$ cat src/rtl/tmrbank_pkg.sv
package tmrbank_pkg;

    // control field bit positions
    localparam int CTRL_EN_BIT   = 7;
    localparam int CTRL_PER_BIT  = 6;
    localparam int CTRL_FAST_BIT = 3;
    localparam int FREE_EN_BIT   = 8;

    // register map
    localparam logic [7:0] TMR0_BASE = 8'h00;
    localparam logic [7:0] TMR1_BASE = 8'h20;
    localparam logic [7:0] TMR2_BASE = 8'h80;
    localparam logic [7:0] FREE_LO   = 8'h60;
    localparam logic [7:0] FREE_HI   = 8'h64;
    localparam logic [7:0] OFS_LOAD  = 8'h00;
    localparam logic [7:0] OFS_VAL   = 8'h04;
    localparam logic [7:0] OFS_CTRL  = 8'h08;
    localparam logic [7:0] OFS_CLR   = 8'h0C;

    typedef struct packed {
        logic en;
        logic per;
        logic fast;
    } ctrl_t;

endpackage

$ cat src/rtl/tmrbank_down.sv
module tmrbank_down
    import tmrbank_pkg::*;
#(
    parameter int W = 16
) (
    input  logic         clk,
    input  logic         rst_n,
    input  logic         load_we,
    input  logic [W-1:0] load_val,
    input  logic         ctrl_we,
    input  ctrl_t        ctrl_val,
    input  logic         clr_we,
    input  logic         tick_fast,
    input  logic         tick_slow,
    output logic [W-1:0] load_o,
    output logic [W-1:0] cnt_o,
    output ctrl_t        ctrl_o,
    output logic         irq_o
);

    typedef struct packed {
        logic [W-1:0] load;
        logic [W-1:0] cnt;
        ctrl_t        ctrl;
        logic         irq;
    } st_t;

    st_t  st_d, st_q;
    logic tick_sel;
    logic uflow;

    always_comb begin
        st_d     = st_q;
        uflow    = 1'b0;
        tick_sel = st_q.ctrl.fast ? tick_fast : tick_slow;
        if (load_we) begin
            st_d.load = load_val;
            st_d.cnt  = load_val;
        end else if (st_q.ctrl.en && tick_sel) begin
            if (st_q.cnt == '0) begin
                uflow    = 1'b1;
                st_d.cnt = st_q.ctrl.per ? st_q.load : {W{1'b1}};
            end else begin
                st_d.cnt = st_q.cnt - 1'b1;
            end
        end
        if (ctrl_we) st_d.ctrl = ctrl_val;
        st_d.irq = (st_q.irq & ~clr_we) | uflow;
    end

    always_ff @(posedge clk) begin
        if (!rst_n) st_q <= '0;
        else        st_q <= st_d;
    end

    assign load_o = st_q.load;
    assign cnt_o  = st_q.cnt;
    assign ctrl_o = st_q.ctrl;
    assign irq_o  = st_q.irq;

    p_uflow_sets_irq_r8: assert property (@(posedge clk) disable iff (!rst_n)
        uflow |=> irq_o);
    p_clear_drops_irq_r8: assert property (@(posedge clk) disable iff (!rst_n)
        (clr_we && !uflow) |=> !irq_o);
    p_clear_vs_uflow_r9: assert property (@(posedge clk) disable iff (!rst_n)
        (clr_we && uflow) |=> irq_o);
    p_reload_r6: assert property (@(posedge clk) disable iff (!rst_n)
        (uflow && st_q.ctrl.per) |=> (cnt_o == $past(st_q.load)));
    p_wrap_r7: assert property (@(posedge clk) disable iff (!rst_n)
        (uflow && !st_q.ctrl.per) |=> (cnt_o == {W{1'b1}}));
    p_hold_off_r5: assert property (@(posedge clk) disable iff (!rst_n)
        (!st_q.ctrl.en && !load_we) |=> $stable(cnt_o));
    p_load_wins_r10: assert property (@(posedge clk) disable iff (!rst_n)
        load_we |=> (cnt_o == $past(load_val)));

endmodule

$ cat src/rtl/tmrbank_free.sv
module tmrbank_free #(
    parameter int W = 40
) (
    input  logic           clk,
    input  logic           rst_n,
    input  logic           en_we,
    input  logic           en_val,
    input  logic           rd_lo,
    input  logic           tick,
    output logic [W-1:0]   cnt_o,
    output logic [W-33:0]  shadow_o,
    output logic           en_o
);

    localparam int HI_W = W - 32;

    typedef struct packed {
        logic [W-1:0]    cnt;
        logic [HI_W-1:0] shadow;
        logic            en;
    } st_t;

    st_t st_d, st_q;

    always_comb begin
        st_d = st_q;
        if (st_q.en && tick) st_d.cnt = st_q.cnt + 1'b1;
        if (rd_lo)           st_d.shadow = st_q.cnt[W-1:32];
        if (en_we)           st_d.en = en_val;
    end

    always_ff @(posedge clk) begin
        if (!rst_n) st_q <= '0;
        else        st_q <= st_d;
    end

    assign cnt_o    = st_q.cnt;
    assign shadow_o = st_q.shadow;
    assign en_o     = st_q.en;

    p_free_hold_r11: assert property (@(posedge clk) disable iff (!rst_n)
        !en_o |=> $stable(cnt_o));
    p_free_step_r11: assert property (@(posedge clk) disable iff (!rst_n)
        (en_o && tick) |=> (cnt_o == $past(cnt_o) + 1'b1));
    p_shadow_cap_r12: assert property (@(posedge clk) disable iff (!rst_n)
        rd_lo |=> (shadow_o == $past(cnt_o[W-1:32])));

endmodule

$ cat src/rtl/tmrbank.sv
module tmrbank
    import tmrbank_pkg::*;
#(
    parameter int ADDR_W = 8,
    parameter int DATA_W = 32,
    parameter int T0_W   = 16,
    parameter int T1_W   = 16,
    parameter int T2_W   = 32,
    parameter int FREE_W = 40
) (
    input  logic              clk,
    input  logic              rst_n,
    input  logic [ADDR_W-1:0] bus_addr,
    input  logic              bus_wr,
    input  logic              bus_rd,
    input  logic [DATA_W-1:0] bus_wdata,
    output logic [DATA_W-1:0] bus_rdata,
    input  logic              tick_fast,
    input  logic              tick_slow,
    input  logic              tick_free,
    output logic [2:0]        irq
);

    localparam int N_TMR = 3;
    localparam int TW [N_TMR] = '{T0_W, T1_W, T2_W};
    localparam logic [7:0] BASES [N_TMR] = '{TMR0_BASE, TMR1_BASE, TMR2_BASE};
    localparam int HI_W = FREE_W - 32;

    logic [DATA_W-1:0] rd_part [N_TMR];
    ctrl_t             ctrl_val;

    assign ctrl_val.en   = bus_wdata[CTRL_EN_BIT];
    assign ctrl_val.per  = bus_wdata[CTRL_PER_BIT];
    assign ctrl_val.fast = bus_wdata[CTRL_FAST_BIT];

    for (genvar i = 0; i < N_TMR; i++) begin : g_tmr
        localparam logic [ADDR_W-1:0] A_LOAD = ADDR_W'(BASES[i] + OFS_LOAD);
        localparam logic [ADDR_W-1:0] A_VAL  = ADDR_W'(BASES[i] + OFS_VAL);
        localparam logic [ADDR_W-1:0] A_CTRL = ADDR_W'(BASES[i] + OFS_CTRL);
        localparam logic [ADDR_W-1:0] A_CLR  = ADDR_W'(BASES[i] + OFS_CLR);

        logic [TW[i]-1:0] load_w, cnt_w;
        ctrl_t            ctrl_w;
        logic             irq_w;
        logic [DATA_W-1:0] ctrl_word;

        tmrbank_down #(.W(TW[i])) u_down (
            .clk       (clk),
            .rst_n     (rst_n),
            .load_we   (bus_wr && bus_addr == A_LOAD),
            .load_val  (bus_wdata[TW[i]-1:0]),
            .ctrl_we   (bus_wr && bus_addr == A_CTRL),
            .ctrl_val  (ctrl_val),
            .clr_we    (bus_wr && bus_addr == A_CLR),
            .tick_fast (tick_fast),
            .tick_slow (tick_slow),
            .load_o    (load_w),
            .cnt_o     (cnt_w),
            .ctrl_o    (ctrl_w),
            .irq_o     (irq_w)
        );

        always_comb begin
            ctrl_word                = '0;
            ctrl_word[CTRL_EN_BIT]   = ctrl_w.en;
            ctrl_word[CTRL_PER_BIT]  = ctrl_w.per;
            ctrl_word[CTRL_FAST_BIT] = ctrl_w.fast;
            if (bus_addr == A_LOAD)      rd_part[i] = DATA_W'(load_w);
            else if (bus_addr == A_VAL)  rd_part[i] = DATA_W'(cnt_w);
            else if (bus_addr == A_CTRL) rd_part[i] = ctrl_word;
            else                         rd_part[i] = '0;
        end

        assign irq[i] = irq_w;
    end

    logic [FREE_W-1:0] free_cnt;
    logic [HI_W-1:0]   free_shadow;
    logic              free_en;
    logic [DATA_W-1:0] free_part;

    tmrbank_free #(.W(FREE_W)) u_free (
        .clk      (clk),
        .rst_n    (rst_n),
        .en_we    (bus_wr && bus_addr == ADDR_W'(FREE_HI)),
        .en_val   (bus_wdata[FREE_EN_BIT]),
        .rd_lo    (bus_rd && bus_addr == ADDR_W'(FREE_LO)),
        .tick     (tick_free),
        .cnt_o    (free_cnt),
        .shadow_o (free_shadow),
        .en_o     (free_en)
    );

    always_comb begin
        free_part = '0;
        if (bus_addr == ADDR_W'(FREE_LO)) begin
            free_part = free_cnt[31:0];
        end else if (bus_addr == ADDR_W'(FREE_HI)) begin
            free_part[HI_W-1:0]  = free_shadow;
            free_part[FREE_EN_BIT] = free_en;
        end
    end

    assign bus_rdata = rd_part[0] | rd_part[1] | rd_part[2] | free_part;

endmodule

$ cat config.mk
export PLATFORM = sky130hd
export DESIGN_NAME = tmrbank
export DESIGN_NICKNAME = d
export VERILOG_FILES = /design/src/rtl/tmrbank_pkg.sv /design/src/rtl/tmrbank_down.sv /design/src/rtl/tmrbank_free.sv /design/src/rtl/tmrbank.sv
export SDC_FILE = /design/constraint.sdc
export NUM_CORES = 1
export LEC_CHECK = 0
export BUFFER_PORTS_ARGS = -buffer_cell sky130_fd_sc_hd__buf_2
export CORE_MARGIN = 3
export CORE_UTILIZATION = 55
export DETAILED_ROUTE_END_ITERATION = 8
export PLACE_DENSITY = 0.74
export SYNTH_ARGS = -nofsm -noshare
export SYNTH_HDL_FRONTEND = slang
export SYNTH_SLANG_ARGS = --single-unit
$ cat constraint.sdc
create_clock -name clk -period 3.3 [get_ports clk]
set_input_delay 0.33 -clock clk [delete_from_list [all_inputs] [get_ports clk]]
set_output_delay 0.33 -clock clk [all_outputs]
set_load 0.01 [all_outputs]
==> summary.txt <==
Status = complete, no violations
Max frequency = 0.3597 GHz
CP max FO = 29
Static Leakage = 4.386 nW
Bufs on Longest Clock Path = 2
Most common library cells after synthesis = nand2_1, dfxtp_1, a21oi_1
CTS tree = built
Via count = 11160
GR Util All Layers = 35.30%
Number of max-cap violations = 0
Yosys warns = 0
DIE WIDTH = 143.9 µm
Endpoints failing hold = 0
Worst Reg-to-Reg Cells = 6
Final setup fails = 0
Area Overhead vs Synth = 11.11%
Grt total ovfl = 0
Total Routed Length = 37.18 mm
Highest-delay cell along the critical path = and3_1
Critical path depth = 8
Synth Instances = 1350
Met1 usage = 50.29%
CP Capture Type = primary output
Nets@finish = 1442
CP required = 2.97 ns
Post-CTS Resized = 0
Crit-path max cell delay = 0.66 ns
Routed Antenna Nets = 0
Worst Path Buf+Inv = 5
Die height = 143.9 µm
Worst hold path cell count = 3
Routing usage on met2 = 49.78%
First drt pass iteration count = 7
Hold WC Path Type = primary input to flip-flop
Synth top area share = 36.19%
Largest net degree at the start of global routing = 59
Top Usage Layer GRT = met1
Post-DP HPWL = 26.28 mm
Wire length of the first global-routing pass = 56.47 mm
Root Buffer Master = clkbuf_16
Peak supply drop = 0.3742 mV
Ratio of cells with drive above 1 in the final layout = 12.99%
WP data arrival = 2.45 ns
Share of synthesized registers carrying an async set or reset = 0%
Max_slew headroom = 25.86%
Initial antenna violation count = 1
Max-slew violation count = 0
Most Frequent Cell on Critical Path = buf_2
Synth Cell Area = 10460 µm²
Clk_skew = 0.01283 ns
Io pins = 82
Critical path origin = bus_addr[1]
Largest area contributor in the netlist = dfxtp_1
Syn nets = 1404
Post-CTS setup buffers = 0
CTS Hold Buffers Added = 0
CP Cell Sequence = buf_2 > nor4_2 > buf_4 > and3_1 > buf_12 > a222oi_1 > inv_1 > buf_2
Post-synthesis average cell area = 7.744 µm²
Post-synth EDFFs = 0
Area contributors post-synth = dfxtp_1, nand2_1, a21oi_1, a222oi_1, nand3_1
Crit path max-delay family = simple AND/OR/NAND/NOR gates
Hold Slack = 0.1228 ns
Minimum clock period = 2.780 ns
Setup TNS = 0 ns
Routability congestion estimate = 1.079
Worst-Margin Slew = 1.108 ns
Cell variety after synth = 75
WL per Instance = 22.81 µm
Primary FF master, synth = dfxtp_1
Iter 0 DRT Violations = 1760
I/O Buffers = 81
Clock Latency Late Sink = 0.45 ns
Worst-path clk slew = 0.08 ns
Crit start category = primary input
Pwr Density = 395.9 nW/µm²
R2R Path Start = g_tmr[2].u_down.cnt_o[14]$_SDFFE_PN0P_
Initial Util = 57.03%
DRC = 0
CTS buffer count = 17
Post-route clock period utilization = 84.26%
Yosys reg bits = 189
Most common cell in the synthesized netlist = nand2_1
Min-Delay Startpoint = bus_wdata[20]
Via/cell ratio = 6.844
Vias in the first global route = 9928
Die ar. = 20700 µm²
Placement row count = 49
Core area = 18330 µm²
Met3 Usage GRT = 8.153%
Clk sinks = 189
RSZ-0062 raised after global routing = false
Critical path type = primary input to primary output
Sequential area share after synthesis = 36.19%
CTS H-tree depth = 4
Ant diodes = 0
[flip-flops by register name (all words and copies together) (netlist names)]
register	count
g_tmr.u_down.cnt_o	64
g_tmr.u_down.ctrl_o	9
g_tmr.u_down.irq_o	3
g_tmr.u_down.load_o	64
u_free.cnt_o	40
u_free.en_o	1
u_free.shadow_o	8
[stage by stage]
stage / total power (W) / instances / cell area (µm²) / utilization [%] / setup WS [ns]
after floorplan: 0.002460 / 1350 / 10460 / - / 0.8734
after global placement: 0.002563 / 1598 / 11030 / 60.17 / 0.5970
after detailed placement: 0.002565 / 1598 / 11030 / 60.17 / 0.5650
after CTS: 0.004588 / 1630 / 11620 / 63.37 / 0.5616
after global routing: 0.004708 / 1630 / 11620 / 63.37 / 0.3933
final: 0.004599 / 1630 / 11620 / 63.37 / 0.5195
[layer usage]
layer / vias to the layer above / wire length, µm
li1: 5063 / -
met1: 5153 / 15350
met2: 786 / 15350
met3: 152 / 4484
met4: 2 / 1978
met5: - / 13
[cells by family after synthesis]
group | share of synthesized area (%)
adder cells (fa/ha/maj) | 0.8377
AND/OR/NAND/NOR | 25.62
flip-flops | 36.19
multiplexers | 1.089
AO/OA/AOI/OAI | 25.50
XOR/XNOR | 5.361
buffers and inverters | 5.397
[worst register-to-register path: stages, from the launching register on]
cell,delay [ns]
dfxtp_1,0.39
nor4_1,0.63
nand4_2,0.17
or4_1,0.85
nor3b_2,0.28
a21oi_1,0.08
a22o_1,0.27
[worst paths after layout]
| path | end | slack (ns) |
|---|---|---|
| worst max-delay path | bus_rdata[17] | 0.52 |
| worst min-delay path | g_tmr[2].u_down.load_o[20]$_SDFFE_PN0P_ | 0.12 |
| worst max register to register | g_tmr[2].u_down.cnt_o[10]$_SDFFE_PN0P_ | 0.52 |
| worst min register to register | u_free.shadow_o[0]$_SDFFE_PN0P_ | 0.46 |
[layout by cell type (no fill, tap or decap), types with 14 or more instances in the layout]
cell type,netlist,layout
a21oi_1,144,144
a222oi_1,33,33
a22o_1,17,17
a22oi_1,27,27
a31oi_1,17,17
buf_2,4,81
buf_4,3,35
clkbuf_16,0,17
dfxtp_1,189,189
inv_1,35,34
nand2_1,227,227
nand3_1,66,65
nand3b_1,14,14
nand4_1,17,17
nor2_1,84,84
nor3_1,30,30
nor4_1,18,17
o211ai_1,14,14
o21ai_0,66,66
o311ai_0,16,16
or3_1,20,20
xnor2_1,27,27
xor2_1,37,37
[final cells by class]
cell class,count,area [µm²]
Timing Repair Buffer,117,688.2
Fill cell,1615,6715
Clock inverter,14,147.6
Sequential cell,189,3784
Tap cell,229,286.5
Multi-Input combinational cell,1028,6137
Inverter,35,133.9
Clock buffer,18,439.2
[power breakdown]
part / leakage [nW] / switching [W] / internal (W)
Combinational: 2.58 / 0.000167 / 0.0000669
Sequential: 1.52 / 0.00000498 / 0.00228
Clock: 0.283 / 0.00105 / 0.00103
Note: power is estimated with default switching activity, not from simulation.
